### src/rtl/dma_ll_pkg.sv
package dma_ll_pkg;

    localparam int DATA_W  = 32;
    localparam int LEN_W   = 12;
    localparam int STEP_B  = DATA_W / 8;
    localparam int RIDX_W  = 4;
    localparam int NIRQ    = 5;

    localparam logic [RIDX_W-1:0] REG_SRC   = 4'd0;
    localparam logic [RIDX_W-1:0] REG_DST   = 4'd1;
    localparam logic [RIDX_W-1:0] REG_NEXT  = 4'd2;
    localparam logic [RIDX_W-1:0] REG_CFG   = 4'd3;
    localparam logic [RIDX_W-1:0] REG_CHAN  = 4'd4;
    localparam logic [RIDX_W-1:0] REG_SWREQ = 4'd5;
    localparam logic [RIDX_W-1:0] REG_RAW   = 4'd6;
    localparam logic [RIDX_W-1:0] REG_MASK  = 4'd7;
    localparam logic [RIDX_W-1:0] REG_STAT  = 4'd8;
    localparam logic [RIDX_W-1:0] REG_CLR   = 4'd9;
    localparam logic [RIDX_W-1:0] REG_CTL   = 4'd10;

    typedef enum logic [3:0] {
        ST_IDLE, ST_FETCH, ST_SETUP, ST_WAIT, ST_RD, ST_WR, ST_TEND, ST_WB, ST_BEND
    } eng_st_e;

    typedef struct packed {
        logic [13:0]      rsvd;
        logic             done;
        logic             last;
        logic [1:0]       burst;
        logic [1:0]       dmode;
        logic [LEN_W-1:0] len;
    } ctl_word_t;

    typedef struct packed {
        logic dst_periph;
        logic src_periph;
        logic dst_sw;
        logic src_sw;
    } hs_cfg_t;

    typedef struct packed {
        logic err;
        logic dsttran;
        logic srctran;
        logic blk;
        logic tfr;
    } irq_vec_t;

    function automatic logic [LEN_W-1:0] burst_items(input logic [1:0] code);
        case (code)
            2'd0:    return LEN_W'(1);
            2'd1:    return LEN_W'(4);
            default: return LEN_W'(8);
        endcase
    endfunction

endpackage

### src/rtl/dma_ll_regs.sv
module dma_ll_regs
    import dma_ll_pkg::*;
#(
    parameter int AW = 32
) (
    input  logic              clk,
    input  logic              rst,
    input  logic              reg_we,
    input  logic [RIDX_W-1:0] reg_addr,
    input  logic [DATA_W-1:0] reg_wdata,
    output logic [DATA_W-1:0] reg_rdata,
    output logic              irq,
    input  logic [AW-1:0]     cur_dst,
    input  ctl_word_t         cur_ctl,
    output logic [AW-1:0]     src_init,
    output logic [AW-1:0]     llp,
    output hs_cfg_t           hs_cfg,
    output logic              start,
    output logic              sw_src_pend,
    output logic              sw_dst_pend,
    input  logic              sw_src_take,
    input  logic              sw_dst_take,
    input  irq_vec_t          ev,
    input  logic              ch_clr
);

    logic     glb_q, ch_q;
    irq_vec_t raw_q, mask_q, clr_v;
    logic     sw_src_set, sw_dst_set;

    assign start      = reg_we && reg_addr == REG_CHAN && reg_wdata[1] && reg_wdata[0] && !ch_q;
    assign clr_v      = (reg_we && reg_addr == REG_CLR) ? irq_vec_t'(reg_wdata[NIRQ-1:0]) : '0;
    assign sw_src_set = reg_we && reg_addr == REG_SWREQ && reg_wdata[0];
    assign sw_dst_set = reg_we && reg_addr == REG_SWREQ && reg_wdata[1];

    always_ff @(posedge clk) begin
        if (rst) begin
            src_init    <= '0;
            llp         <= '0;
            hs_cfg      <= '0;
            glb_q       <= 1'b0;
            ch_q        <= 1'b0;
            raw_q       <= '0;
            mask_q      <= '0;
            sw_src_pend <= 1'b0;
            sw_dst_pend <= 1'b0;
        end else begin
            if (reg_we) begin
                case (reg_addr)
                    REG_SRC:  src_init <= reg_wdata[AW-1:0];
                    REG_NEXT: llp      <= reg_wdata[AW-1:0];
                    REG_CFG:  hs_cfg   <= hs_cfg_t'(reg_wdata[3:0]);
                    REG_CHAN: glb_q    <= reg_wdata[0];
                    REG_MASK: mask_q   <= irq_vec_t'(reg_wdata[NIRQ-1:0]);
                    default: ;
                endcase
            end
            if (ch_clr)     ch_q <= 1'b0;
            else if (start) ch_q <= 1'b1;
            raw_q       <= (raw_q & ~clr_v) | ev;
            sw_src_pend <= (sw_src_pend & ~sw_src_take) | sw_src_set;
            sw_dst_pend <= (sw_dst_pend & ~sw_dst_take) | sw_dst_set;
        end
    end

    always_comb begin
        case (reg_addr)
            REG_SRC:   reg_rdata = DATA_W'(src_init);
            REG_DST:   reg_rdata = DATA_W'(cur_dst);
            REG_NEXT:  reg_rdata = DATA_W'(llp);
            REG_CFG:   reg_rdata = DATA_W'(hs_cfg);
            REG_CHAN:  reg_rdata = DATA_W'({ch_q, glb_q});
            REG_SWREQ: reg_rdata = DATA_W'({sw_dst_pend, sw_src_pend});
            REG_RAW:   reg_rdata = DATA_W'(raw_q);
            REG_MASK:  reg_rdata = DATA_W'(mask_q);
            REG_STAT:  reg_rdata = DATA_W'(raw_q & mask_q);
            REG_CTL:   reg_rdata = DATA_W'(cur_ctl);
            default:   reg_rdata = '0;
        endcase
    end

    assign irq = |(raw_q & mask_q);

    AST_TFR_DROPS_EN: assert property (@(posedge clk) disable iff (rst)
        $rose(raw_q.tfr) |-> !ch_q);
    AST_START_NEEDS_GLOBAL: assert property (@(posedge clk) disable iff (rst)
        $rose(ch_q) |-> glb_q);
    AST_ERR_DROPS_EN: assert property (@(posedge clk) disable iff (rst)
        $rose(raw_q.err) |-> !ch_q);

endmodule

### src/rtl/dma_ll_engine.sv
module dma_ll_engine
    import dma_ll_pkg::*;
#(
    parameter int AW = 32
) (
    input  logic              clk,
    input  logic              rst,
    input  logic              start,
    input  logic [AW-1:0]     src_init,
    input  logic [AW-1:0]     llp,
    input  hs_cfg_t           hs_cfg,
    input  logic              sw_src_pend,
    input  logic              sw_dst_pend,
    input  logic              hs_src_req,
    input  logic              hs_dst_req,
    output logic              mem_req,
    output logic              mem_we,
    output logic [AW-1:0]     mem_addr,
    output logic [DATA_W-1:0] mem_wdata,
    input  logic              mem_ack,
    input  logic              mem_err,
    input  logic [DATA_W-1:0] mem_rdata,
    output logic              hs_src_ack,
    output logic              hs_dst_ack,
    output logic              sw_src_take,
    output logic              sw_dst_take,
    output irq_vec_t          ev,
    output logic              ch_clr,
    output logic [AW-1:0]     cur_dst,
    output ctl_word_t         cur_ctl
);

    localparam logic [AW-1:0] ASTEP = AW'(STEP_B);

    eng_st_e          st;
    logic [1:0]       fidx;
    logic [AW-1:0]    desc_ptr, nxt_ptr, src_cur, dst_cur;
    ctl_word_t        ctl, wb_word;
    logic [LEN_W-1:0] remain, beats, bsz, tran_len;
    logic [DATA_W-1:0] data_q;
    logic             src_ok, dst_ok, acc_bad, is_last, in_tend;

    assign src_ok   = !hs_cfg.src_periph || (hs_cfg.src_sw ? sw_src_pend : hs_src_req);
    assign dst_ok   = !hs_cfg.dst_periph || (hs_cfg.dst_sw ? sw_dst_pend : hs_dst_req);
    assign bsz      = burst_items(ctl.burst);
    assign tran_len = (remain >= bsz) ? bsz : LEN_W'(1);
    assign is_last  = ctl.last || (nxt_ptr == '0);
    assign in_tend  = (st == ST_TEND);

    assign mem_req = (st == ST_FETCH) || (st == ST_RD) || (st == ST_WR) || (st == ST_WB);
    assign mem_we  = (st == ST_WR) || (st == ST_WB);
    assign acc_bad = mem_req && mem_ack && mem_err;

    always_comb begin
        wb_word      = ctl;
        wb_word.done = 1'b1;
        case (st)
            ST_FETCH: mem_addr = desc_ptr + AW'(fidx) * ASTEP;
            ST_RD:    mem_addr = src_cur;
            ST_WR:    mem_addr = dst_cur;
            ST_WB:    mem_addr = desc_ptr + AW'(3) * ASTEP;
            default:  mem_addr = '0;
        endcase
        case (st)
            ST_WR:   mem_wdata = data_q;
            ST_WB:   mem_wdata = DATA_W'(wb_word);
            default: mem_wdata = '0;
        endcase
    end

    assign hs_src_ack  = in_tend && hs_cfg.src_periph && !hs_cfg.src_sw;
    assign hs_dst_ack  = in_tend && hs_cfg.dst_periph && !hs_cfg.dst_sw;
    assign sw_src_take = in_tend && hs_cfg.src_periph && hs_cfg.src_sw;
    assign sw_dst_take = in_tend && hs_cfg.dst_periph && hs_cfg.dst_sw;

    always_comb begin
        ev         = '0;
        ev.tfr     = (st == ST_BEND) && is_last;
        ev.blk     = (st == ST_BEND);
        ev.srctran = in_tend && hs_cfg.src_periph;
        ev.dsttran = in_tend && hs_cfg.dst_periph;
        ev.err     = acc_bad;
    end

    assign ch_clr  = ev.tfr || acc_bad;
    assign cur_dst = dst_cur;
    assign cur_ctl = ctl;

    always_ff @(posedge clk) begin
        if (rst) begin
            st       <= ST_IDLE;
            fidx     <= '0;
            desc_ptr <= '0;
            nxt_ptr  <= '0;
            src_cur  <= '0;
            dst_cur  <= '0;
            ctl      <= '0;
            remain   <= '0;
            beats    <= '0;
            data_q   <= '0;
        end else begin
            case (st)
                ST_IDLE: if (start) begin
                    desc_ptr <= llp;
                    fidx     <= '0;
                    st       <= ST_FETCH;
                end
                ST_FETCH: if (acc_bad) begin
                    st <= ST_IDLE;
                end else if (mem_ack) begin
                    case (fidx)
                        2'd1:    dst_cur <= mem_rdata[AW-1:0];
                        2'd2:    nxt_ptr <= mem_rdata[AW-1:0];
                        2'd3:    ctl     <= ctl_word_t'(mem_rdata);
                        default: ;
                    endcase
                    fidx <= fidx + 2'd1;
                    if (fidx == 2'd3) st <= ST_SETUP;
                end
                ST_SETUP: begin
                    src_cur <= src_init;
                    remain  <= ctl.len;
                    st      <= (ctl.len == '0) ? ST_WB : ST_WAIT;
                end
                ST_WAIT: if (src_ok && dst_ok) begin
                    beats <= tran_len;
                    st    <= ST_RD;
                end
                ST_RD: if (acc_bad) begin
                    st <= ST_IDLE;
                end else if (mem_ack) begin
                    data_q <= mem_rdata;
                    st     <= ST_WR;
                end
                ST_WR: if (acc_bad) begin
                    st <= ST_IDLE;
                end else if (mem_ack) begin
                    src_cur <= src_cur + ASTEP;
                    case (ctl.dmode)
                        2'd0:    dst_cur <= dst_cur + ASTEP;
                        2'd1:    dst_cur <= dst_cur - ASTEP;
                        default: ;
                    endcase
                    remain <= remain - LEN_W'(1);
                    beats  <= beats - LEN_W'(1);
                    st     <= (beats == LEN_W'(1)) ? ST_TEND : ST_RD;
                end
                ST_TEND: st <= (remain == '0) ? ST_WB : ST_WAIT;
                ST_WB: if (acc_bad) begin
                    st <= ST_IDLE;
                end else if (mem_ack) begin
                    st <= ST_BEND;
                end
                ST_BEND: if (is_last) begin
                    st <= ST_IDLE;
                end else begin
                    desc_ptr <= nxt_ptr;
                    fidx     <= '0;
                    st       <= ST_FETCH;
                end
                default: st <= ST_IDLE;
            endcase
        end
    end

    AST_REQ_HELD: assert property (@(posedge clk) disable iff (rst)
        (mem_req && !mem_ack) |=> (mem_req && $stable(mem_addr) && $stable(mem_we)));
    AST_FETCH_STEP: assert property (@(posedge clk) disable iff (rst)
        (st == ST_FETCH && mem_ack && !mem_err && fidx != 2'd3) |=> (mem_addr == $past(mem_addr) + ASTEP));
    AST_ERR_HALT: assert property (@(posedge clk) disable iff (rst)
        (mem_req && mem_ack && mem_err) |=> !mem_req);
    AST_NO_WAIT_EXIT: assert property (@(posedge clk) disable iff (rst)
        (st == ST_WAIT && !src_ok) |=> !mem_req);

endmodule

### src/rtl/dma_ll_channel.sv
module dma_ll_channel
    import dma_ll_pkg::*;
#(
    parameter int AW = 32
) (
    input  logic              clk,
    input  logic              rst,
    input  logic              reg_we,
    input  logic [RIDX_W-1:0] reg_addr,
    input  logic [DATA_W-1:0] reg_wdata,
    output logic [DATA_W-1:0] reg_rdata,
    output logic              irq,
    output logic              mem_req,
    output logic              mem_we,
    output logic [AW-1:0]     mem_addr,
    output logic [DATA_W-1:0] mem_wdata,
    input  logic              mem_ack,
    input  logic              mem_err,
    input  logic [DATA_W-1:0] mem_rdata,
    input  logic              hs_src_req,
    output logic              hs_src_ack,
    input  logic              hs_dst_req,
    output logic              hs_dst_ack
);

    logic [AW-1:0] src_init, llp, cur_dst;
    ctl_word_t     cur_ctl;
    hs_cfg_t       hs_cfg;
    irq_vec_t      ev;
    logic          start, ch_clr;
    logic          sw_src_pend, sw_dst_pend, sw_src_take, sw_dst_take;

    dma_ll_regs #(.AW(AW)) u_regs (
        .clk         (clk),
        .rst         (rst),
        .reg_we      (reg_we),
        .reg_addr    (reg_addr),
        .reg_wdata   (reg_wdata),
        .reg_rdata   (reg_rdata),
        .irq         (irq),
        .cur_dst     (cur_dst),
        .cur_ctl     (cur_ctl),
        .src_init    (src_init),
        .llp         (llp),
        .hs_cfg      (hs_cfg),
        .start       (start),
        .sw_src_pend (sw_src_pend),
        .sw_dst_pend (sw_dst_pend),
        .sw_src_take (sw_src_take),
        .sw_dst_take (sw_dst_take),
        .ev          (ev),
        .ch_clr      (ch_clr)
    );

    dma_ll_engine #(.AW(AW)) u_engine (
        .clk         (clk),
        .rst         (rst),
        .start       (start),
        .src_init    (src_init),
        .llp         (llp),
        .hs_cfg      (hs_cfg),
        .sw_src_pend (sw_src_pend),
        .sw_dst_pend (sw_dst_pend),
        .hs_src_req  (hs_src_req),
        .hs_dst_req  (hs_dst_req),
        .mem_req     (mem_req),
        .mem_we      (mem_we),
        .mem_addr    (mem_addr),
        .mem_wdata   (mem_wdata),
        .mem_ack     (mem_ack),
        .mem_err     (mem_err),
        .mem_rdata   (mem_rdata),
        .hs_src_ack  (hs_src_ack),
        .hs_dst_ack  (hs_dst_ack),
        .sw_src_take (sw_src_take),
        .sw_dst_take (sw_dst_take),
        .ev          (ev),
        .ch_clr      (ch_clr),
        .cur_dst     (cur_dst),
        .cur_ctl     (cur_ctl)
    );

endmodule

### config.mk
export PLATFORM = sky130hd
export DESIGN_NAME = dma_ll_channel
export DESIGN_NICKNAME = d
export VERILOG_FILES = /design/src/rtl/dma_ll_pkg.sv /design/src/rtl/dma_ll_regs.sv /design/src/rtl/dma_ll_engine.sv /design/src/rtl/dma_ll_channel.sv
export SDC_FILE = /design/constraint.sdc
export NUM_CORES = 1
export LEC_CHECK = 0
export BUFFER_PORTS_ARGS = -buffer_cell sky130_fd_sc_hd__buf_2
export CAP_MARGIN = 15
export CORE_ASPECT_RATIO = 1.75
export CORE_MARGIN = 5
export CORE_UTILIZATION = 55
export CTS_BUF_LIST = sky130_fd_sc_hd__clkbuf_8
export CTS_CLUSTER_SIZE = 40
export DETAILED_ROUTE_END_ITERATION = 7
export HOLD_SLACK_MARGIN = 0.02
export PLACE_DENSITY = 0.71
export SLEW_MARGIN = 0
export SYNTH_ARGS = -nofsm -noshare
export SYNTH_HDL_FRONTEND = slang
export SYNTH_SLANG_ARGS = --single-unit
### constraint.sdc
create_clock -name clk -period 7.6 [get_ports clk]
set_input_delay 1.52 -clock clk [delete_from_list [all_inputs] [get_ports clk]]
set_output_delay 1.52 -clock clk [all_outputs]
set_load 0.05 [all_outputs]
# After elaboration in Yosys (flattened, before gate mapping)
# Cells that the tools add are included.
dict set report totals {
  regBits 304
  inputBits 75
  out_inout_bits 101
  word_cells 202
}
dict set report op_classes {
  addsub 8
  order_cmp 1
  eq_ne 38
  mux 49
  n_bitwise 12
  reduce_logical 59
}
# cell n
set ops {}
lappend ops {{case mux 32 bit (10 select lines)} 1}
lappend ops {{case mux 32 bit (2 select lines)} 5}
lappend ops {{two-way mux 32 bit} 9}
lappend ops {{case mux 32 bit (4 select lines)} 1}
lappend ops {{adder 32 x 3 -> 32 bit (second input constant)} 2}
lappend ops {{two-way mux 12 bit} 5}
lappend ops {{two-way mux 4 bit} 12}
lappend ops {{case mux 12 bit (2 select lines)} 2}
lappend ops {{case mux 4 bit (9 select lines)} 1}
lappend ops {{adder 32 x 4 -> 32 bit} 1}
lappend ops {{adder 32 x 4 -> 32 bit (second input constant)} 1}
lappend ops {{equality test 4 x 3 -> 1 bit (second input constant)} 8}
lappend ops {{zero test 32 bit} 1}
lappend ops {{subtractor 32 x 3 -> 32 bit (second input constant)} 1}
lappend ops {{zero test 12 bit} 2}
lappend ops {{subtractor 12 x 1 -> 12 bit (second input constant)} 2}
lappend ops {{logical AND 1 bit} 18}
lappend ops {{equality test 4 x 2 -> 1 bit (second input constant)} 4}
lappend ops {{equality test 4 bit (second input constant)} 4}
lappend ops {{AND 5 bit} 3}
lappend ops {{!= test 3 x 2 -> 1 bit (second input constant)} 5}
lappend ops {{!= test 2 bit (second input constant)} 7}
lappend ops {{AND reduction 7 bit} 2}
lappend ops {{equality test 12 x 1 -> 1 bit (second input constant)} 1}
lappend ops {{30 further kinds} 69}

# Longest topological paths before layout
# Gate-level depths: netlist (run 1).
dict set report depth {
  depth_word 8
  depth_mapped 13
  depth_no_buf 12
}

# Hierarchy
# Synthesis (run 1) repeated with hierarchy kept, for this count alone.
dict set report unflattened {
  hier_cells 2285
  hier_area_um2 17182.7
}
# mod n_inst cells_per_inst area_each_um2 seq_area_each_um2
set by_module_without_submodules {}
lappend by_module_without_submodules {dma_ll_engine 1 1756 13032.5 4444.3}
lappend by_module_without_submodules {dma_ll_regs 1 529 4150.2 1641.6}

# Worst setup path after synthesis (run 1)
# Ideal clock, no wire load.
dict set report synth_path {
  path_kind {reg2out}
  start {register u_engine.st[3]}
  end {output port mem_addr[30]}
  arrival_ns 3.873
  t_required_ns 6.080
  slack_ns 2.207
  stages_incl_launch_ff 14
  n_path_buf 1
  cell_sequence {dfxtp_1 nand2b_1 clkbuf_1 o21ai_0 ha_1 inv_1 fa_1 nand3b_1 nor4_1 nand2_1 nor2_1 nand4_1 xor2_1 o21ai_0}
}
dict set report synth_via {
  elab_chain_cells 2
  word_cells_on_any_way 5
  classes_between {eq/ne (4); mux (1)}
}
# item line_no
set synth_rtl {}
lappend synth_rtl {{start, declared} dma_ll_engine.sv:35} ;# eng_st_e st;
lappend synth_rtl {{start signal, assigned} dma_ll_engine.sv:123} ;# st <= (ctl.len == '0) ? ST_WB : ST_WAIT;
lappend synth_rtl {{start signal, assigned} dma_ll_engine.sv:146} ;# st <= (beats == LEN_W'(1)) ? ST_TEND : ST_RD;
lappend synth_rtl {{start signal, assigned} dma_ll_engine.sv:148} ;# ST_TEND: st <= (remain == '0) ? ST_WB : ST_WAIT;
lappend synth_rtl {{equality test 4 x 3 -> 1 bit / equality test 4 x 1 -> 1 bit (equally long branches)} dma_ll_engine.sv:57} ;# case (st)
lappend synth_rtl {{case mux 32 bit (4 select lines) (*)} dma_ll_engine.sv:57}
lappend synth_rtl {{end, declared} dma_ll_channel.sv:15} ;# output logic [AW-1:0] mem_addr,
# Mark *: on every way between the ends. The rest lies on a longest branch, timed or not.

# Worst setup path in the final report (run 1)
dict set report layout_path {
  start {register u_engine.st[2]}
  end {output port mem_addr[28]}
}
# Same word-level chain as after synthesis.

==> results_dict.tcl, run 1 <==
set metrics [dict create \
    status "finished, final reports clean" \
    num_rows 85 \
    critical_path_class "reg2out" \
    gp_congestion 0.971 \
    insertion_delay_ps 610 \
    rsz0062_at_grt "no" \
    wl_um 69200 \
    finalInstanceArea_um2 19100 \
    synth-seq-cells 304 \
    placed_cell_area_um2 18000 \
    arrival_ps 4820 \
    die_y_um 243 \
    cts-root-buf "clkbuf_8" \
    maxSlewHeadroom 0.285 \
    grt_start_max_net_pins 157 \
    clock_path_buffers 3 \
    hold_viol 0 \
    drv_slew 0 \
    ys_seq_area_frac 0.357 \
    cap_viol_max_count 0 \
    cts_setup_buffers 0 \
    cts_tree "done" \
    tns_ps 0 \
    dr.pass1.iters 6 \
    worstPathRequired_ps 6080 \
    drtIter0Drc 1670 \
    cts_buffers 46 \
    yosys-top-cells-area "dfxtp_1 (36%), nand2_1 (10%), a21oi_1 (8.2%)" \
    yosys_warnings 0 \
    yosysUniqueCellTypes 90 \
    syn_avg_cell_area_um2 7.54 \
    via_count 17900 \
    die_w_um 143 \
    worstPathMaxFanout 13 \
    antenna_found_initial 2 \
    startpoint_type "flop" \
    ant_nets 0 \
    htree_num_levels 2 \
    hold_path_class "reg2reg" \
    synth_area_um2 17100 \
    synth_fp_nets 2380 \
    remaining_drc_errors 0 \
    wl_per_cell_um 25.0 \
    path_cells "nand2b_1 -> o21ai_0 -> ha_1 -> inv_1 -> fa_1 -> nand3b_1 -> nor4_1 -> nand2_1 -> nor2_1 -> nand2_1 -> xor2_1 -> o21ai_0 -> buf_2" \
    cts.sinks 304 \
    p_leak_uw 0.00698 \
    coreArea_um2 30700 \
    cp-end-kind "primary output" \
    tightest_slew_ps 1070 \
    ys_async_sr_fraction 0 \
    die_area_um2 34800 \
    setup-violations-final 0 \
    clk_pin_slew_ps 70 \
    start_util 0.555 \
    vias_per_cell 6.45 \
    fin_skew_ps 27.2 \
    yosys.area.top_type_share 0.357 \
    p_per_area_nw_per_um2 193 \
    cts_resized 0 \
    synth_edf_count 0 \
    finalNetCount 2458 \
    cts_hold_buffers 0 \
    grt_pass1_vias 17200 \
    pin_count 176 \
    synth-main-ff-cell "dfxtp_1" \
    fin_crit_ps 6340 \
    synth_cells 2263 \
    max_stage_delay_ps 790 \
    drive_gt1_frac 0.137 \
    hpwl_um 49500 \
    ir_drop_v 0.000171 \
    finish.utilization 0.621 \
    grt_usage 0.387 \
    portBuffers 175 \
    timing.final.crit_share 0.835 \
    grt_pass1_wl_um 103000 \
    yosysTopAreaCell "dfxtp_1" \
    cpMaxStageDelayCell "nor4_1" \
    area_delta_synth_final_pct 11.9 \
    grt_overflow_total 0 \
    fmax_ghz 0.158 \
]
## routing by layer
metal	GRT usage	up-vias	part of all wire
met5	0	-	0
met4	0.352	0	0.11
met3	0.0786	314	0.073
met2	0.645	939	0.48
met1	0.398	8372	0.33
li1	-	8253	-
## cell usage after synthesis, types with 7 or more instances
library cell  count
buf_1             7
a31oi_1          11
nor3_1           42
inv_1            32
nand4_1          22
xor2_1           25
a21oi_1         279
mux2i_1          62
and3_1           23
xnor2_1          21
nand2_1         467
buf_2            28
o21ai_0         101
nor2b_1          11
a211oi_1         58
nor2_1          195
a21o_1            9
ha_1             40
a22o_1           34
nand3_1          51
or3_1            18
dfxtp_1         304
nor4_1           19
clkbuf_1        129
and2_1           11
a22oi_1          99
nand2b_1         13
## worst paths after layout
path / startpoint / endpoint / slack (ps) / cells past startpoint
worst min register to register: u_engine.data_q[6]$_SDFFE_PP0P_ / u_engine.data_q[6]$_SDFFE_PP0P_ / 460 / 2
worst min-delay path: u_engine.data_q[6]$_SDFFE_PP0P_ / u_engine.data_q[6]$_SDFFE_PP0P_ / 460 / 2
worst max register to register: u_engine.cur_ctl[13]$_SDFFE_PP0P_ / u_engine.cur_dst[31]$_SDFFE_PP0P_ / 3330 / 10
worst max-delay path: u_engine.st[2]$_SDFFE_PP0P_ / mem_addr[28] / 1260 / 13
## logic make-up (layout without fill, tap and decap cells)
kind of cell             count (synthesis)  after routing  share of synthesized area
AO/OA/AOI/OAI                          686            686                      0.260
XOR/XNOR                                46             46                     0.0236
adder cells (fa/ha/maj)                 43             43                     0.0324
buffers and inverters                  204            317                     0.0492
flip-flops                             304            304                      0.357
multiplexers                            66             66                     0.0390
other                                    0              3                          0
AND/OR/NAND/NOR                        914            914                      0.239
## flip-flops by register name (all words and copies together), names as in the netlist, 4 cells and up
signal and flops:
u_engine.st 4, u_engine.desc_ptr 32, u_regs.hs_cfg 4, u_engine.remain 12
u_engine.data_q 32, u_regs.llp 32, u_regs.mask_q 5, u_engine.src_cur 32
u_regs.src_init 32, u_engine.cur_ctl 32, u_engine.cur_dst 32, u_engine.beats 12
u_regs.raw_q 5, u_engine.nxt_ptr 32
## metrics by stage
stage | setup slack [ps] | hold WS [ps] | std cells | total power [uW]
6_report | 1260 | 456 | 2770 | 3690
5_1_grt | 927 | 472 | 2768 | 3800
4_1_cts | 1260 | 456 | 2767 | 3690
3_5_place_dp | 1910 | 446 | 2684 | 2100
3_3_place_gp | 1990 | 441 | 2684 | 2090
2_1_floorplan | 2210 | 436 | 2263 | 1970
## layout by cell type, fill, tap and decap left out, drive strengths merged, types with 5 or more instances in the layout
| cell | netlist | routed |
|---|---|---|
| a2111oi | 6 | 6 |
| a211oi | 60 | 60 |
| a21o | 9 | 9 |
| a21oi | 281 | 281 |
| a221oi | 8 | 8 |
| a22o | 34 | 34 |
| a22oi | 99 | 99 |
| a311oi | 6 | 6 |
| a31oi | 11 | 11 |
| a32o | 5 | 5 |
| and2 | 12 | 12 |
| and3 | 23 | 23 |
| buf | 42 | 201 |
| bufinv | 0 | 5 |
| clkbuf | 129 | 63 |
| dfxtp | 304 | 304 |
| ha | 40 | 40 |
| inv | 33 | 44 |
| mux2i | 62 | 62 |
| nand2 | 469 | 469 |
| nand2b | 13 | 13 |
| nand3 | 53 | 53 |
| nand4 | 23 | 23 |
| nor2 | 197 | 197 |
| nor2b | 12 | 12 |
| nor3 | 42 | 42 |
| nor3b | 5 | 5 |
| nor4 | 22 | 22 |
| o211ai | 6 | 6 |
| o21a | 6 | 6 |
| o21ai | 105 | 105 |
| o21bai | 5 | 5 |
| o22ai | 6 | 6 |
| o31ai | 6 | 6 |
| or3 | 18 | 18 |
| xnor2 | 21 | 21 |
| xor2 | 25 | 25 |
## critical path: cells and delay by family, from the launching register on
kind                     cells  cell delay (ps)
AO/OA/AOI/OAI                2              490
buffers and inverters        2              350
AND/OR/NAND/NOR              6             1970
XOR/XNOR                     1              150
adder cells (fa/ha/maj)      2              720
flip-flops                   1              530
## power by group
part / switching [uW] / internal [uW]
clock: 700 / 911
combinational: 243 / 116
sequential: 68.9 / 1650
## area by class of cell
cell class	count	area, um2
sequential	304	6090
clock inverter	20	225
fill	2854	11700
antenna	3	7.51
inverter	33	124
multi-input combinational	1755	10200
clock buffer	63	867
tap	391	489
timing repair buffer	201	1090
No activity file was read; power rests on OpenSTA's default activity.
==> inputs of run 2 (changes only) <==
--- a/config.mk
+++ b/config.mk
@@ -5,6 +5,7 @@
 export SDC_FILE = /design/constraint.sdc
 export NUM_CORES = 1
 export LEC_CHECK = 0
+export ABC_AREA = 1
 export BUFFER_PORTS_ARGS = -buffer_cell sky130_fd_sc_hd__buf_2
 export CAP_MARGIN = 15
 export CORE_ASPECT_RATIO = 1.75
@@ -14,7 +15,7 @@
 export CTS_CLUSTER_SIZE = 40
 export DETAILED_ROUTE_END_ITERATION = 7
 export HOLD_SLACK_MARGIN = 0.02
-export PLACE_DENSITY = 0.71
+export PLACE_DENSITY = 0.74
 export SLEW_MARGIN = 0
 export SYNTH_ARGS = -nofsm -noshare
 export SYNTH_HDL_FRONTEND = slang
==> constraint.sdc (replaced) <==
create_clock -name clk -period 5.15 [get_ports clk]
set_input_delay 1.03 -clock clk [delete_from_list [all_inputs] [get_ports clk]]
set_output_delay 1.03 -clock clk [all_outputs]
set_load 0.05 [all_outputs]
==> run 2 against run 1 <==
Effect of this change:
- first-iteration DRC count increased by 31%
- via count increased by 18%
- combinational power increased to 7.3 times the previous value
- power increased by 110%
- synthesized cell count increased by 29%
- global-route usage increased by 4.0 points
- clock skew increased by 2.2 ps
- largest cell class unchanged
- largest power group unchanged
==> results_dict.tcl, run 2 <==
set metrics [dict create \
    ant_nets 0 \
    start_util 0.557 \
    vias_per_cell 6.10 \
    ys_async_sr_fraction 0 \
    gp_congestion 1.12 \
    cts_tree "done" \
    grt_pass1_vias 19900 \
    die_area_um2 37300 \
    multi_input_area_um2 10200 \
    fillers 3197 \
    synth_fp_nets 3028 \
    clk_pin_slew_ps 70 \
    critical_path_class "reg2out" \
    hpwl_um 62300 \
    clock_path_buffers 3 \
    post-synth-top-count-cell "nand2_1" \
    hold_path_depth 2 \
    antenna_found_initial 3 \
    max_stage_delay_ps 490 \
    finalNetCount 3136 \
    coreArea_um2 33000 \
    min_from "u_engine.data_q[9]$_SDFFE_PP0P_" \
    r2r_start "u_engine.st[3]$_SDFFE_PP0P_" \
    wl_um 82500 \
    yosys.area.top_type_share 0.331 \
    grt_pass1_wl_um 121000 \
    tightest_slew_ps 1110 \
    cpMostUsedCell "nand2_1" \
    grt_usage 0.427 \
    cpMaxStageDelayCell "fa_1" \
    synth_cells 2911 \
    r2r_cells 11 \
    timing.final.crit_share 0.947 \
    cts_hold_buffers 0 \
    r2r_slack_ps 1530 \
    grt_start_max_net_pins 122 \
    startpoint_type "flop" \
    cts_setup_buffers 0 \
    final_cell_mix "nand2_1 (670), inv_1 (410), a21oi_1 (318)" \
    setup-violations-final 0 \
    die_y_um 252 \
    synth-main-ff-cell "dfxtp_1" \
    drv_slew 0 \
    path_delay_family "simple AND/OR/NAND/NOR gates" \
    dr.pass1.iters 7 \
    worstPathMaxFanout 7 \
    insertion_delay_ps 620 \
    hold_viol 0 \
    yosys-top-cells-area "dfxtp_1 (33%), nand2_1 (14%), a21oi_1 (8.7%)" \
    p_per_area_nw_per_um2 382 \
    fmax_ghz 0.205 \
    yosys_warnings 0 \
    via_count 21100 \
    fin_skew_ps 29.4 \
    drtIter0Drc 2187 \
    cts.sinks 304 \
    htree_num_levels 2 \
    regArea_um2 6090 \
    wl_per_cell_um 23.8 \
    fin_crit_ps 4880 \
    status "finished, final reports clean" \
    power_uw 7800 \
    synth_area_um2 18400 \
    tns_ps 0 \
    arrival_ps 3850 \
    remaining_drc_errors 0 \
    area_delta_synth_final_pct 11.1 \
    cts_resized 0 \
    grt_overflow_total 0 \
    synth-seq-cells 304 \
    maxSlewHeadroom 0.254 \
    synth_common_cells "nand2_1 (672), inv_1 (397), a21oi_1 (318)" \
    hold_path_class "reg2reg" \
    rsz0062_at_grt "no" \
    p_leak_uw 0.00854 \
    drive_gt1_frac 0.104 \
    die_w_um 148 \
    pin_count 176 \
    yosysUniqueCellTypes 51 \
    worstPathRequired_ps 4120 \
    num_rows 88 \
    cap_viol_max_count 0 \
    portBuffers 175 \
    holdPathEnd "u_engine.data_q[9]$_SDFFE_PP0P_" \
    finalHoldWorstSlack_ps 458 \
    path_cells "nand2_1 -> nor2_4 -> inv_1 -> nand2_1 -> ha_1 -> inv_1 -> fa_1 -> nor2_2 -> nand2_1 -> nor3_1 -> nand3_1 -> o21ai_0 -> o211ai_1 -> nand2_1 -> buf_2" \
    ys_seq_area_frac 0.331 \
    syn_avg_cell_area_um2 6.32 \
    ir_drop_v 0.000285 \
    cts-root-buf "clkbuf_8" \
    path_buf_inv 3 \
    cp-end-kind "primary output" \
    cts_buffers 47 \
    yosysTopAreaCell "dfxtp_1" \
    layout_commonest_cell "nand2_1" \
    r2r-end "u_engine.src_cur[28]$_SDFFE_PP0P_" \
    synth_edf_count 0 \
]
## run 2: cell count changes after synthesis, moves of 84 or more
cell,before,now
a22oi_1,99,2
inv_1,32,397
nand2_1,467,672
nand3_1,51,167
nor2_1,195,279
o21ai_0,101,234
## run 2: report_power, final
group / leakage, uW / internal (uW) / switching [uW]
Clock: 0.000577 / 1180 / 1060
Combinational: 0.00550 / 716 / 1910
Sequential: 0.00246 / 2620 / 307
Total: 0.00854 / 4520 / 3280
## run 2: how the worst max path moves through the flow
stage	start	cells past startpoint	endpoint
after floorplan	u_engine.st[0]$_SDFFE_PP0P_	15	mem_addr[18]
after global placement	u_engine.st[0]$_SDFFE_PP0P_	13	mem_addr[28]
after detailed placement	reg_addr[3]	8	reg_rdata[15]
after CTS	u_engine.st[0]$_SDFFE_PP0P_	13	mem_addr[28]
after global routing	u_engine.st[0]$_SDFFE_PP0P_	15	mem_addr[24]
final	u_engine.st[0]$_SDFFE_PP0P_	15	mem_addr[24]
## run 2: area by class of cell
type | instances | area share
Multi-Input combinational cell | 2060 | 0.499
Inverter | 408 | 0.0753
Timing Repair Buffer | 198 | 0.0532
Tap cell | 405 | 0.0248
Clock inverter | 29 | 0.0109
Antenna cell | 2 | 0.000245
Clock buffer | 58 | 0.0391
Sequential cell | 304 | 0.298
## run 2: worst reg2reg max path, stage by stage (launching register included)
cell	delay (ps)
dfxtp_1	390
inv_2	90
nand2_4	110
inv_1	80
nand2_2	500
nand3_4	200
nand3_2	140
nand3_2	520
buf_4	500
a21oi_1	750
nand2_1	120
a21oi_1	140
## run 2: through the flow
stage                     area, um2   util  setup WS [ps]  std cells
final                         20400  0.619            272       3464
after global routing          20400  0.618           25.1       3462
after CTS                     20400  0.617            320       3460
after detailed placement      19400  0.586            970       3373
after global placement        19400  0.586           1030       3373
after floorplan               18400      -           1090       2911
## run 2: logic make-up after synthesis
family / synth area share
XOR/XNOR: 0.0105
flip-flops: 0.331
AND/OR/NAND/NOR: 0.286
adder cells (fa/ha/maj): 0.0294
buffers and inverters: 0.118
multiplexers: 0.000544
AO/OA/AOI/OAI: 0.225
## run 2: per-layer routing
metal	part of all wire	wire length, um	GRT usage
met1	0.32	26000	0.421
met2	0.47	38800	0.724
met3	0.077	6310	0.0749
met4	0.14	11400	0.447
met5	0.00011	9	0
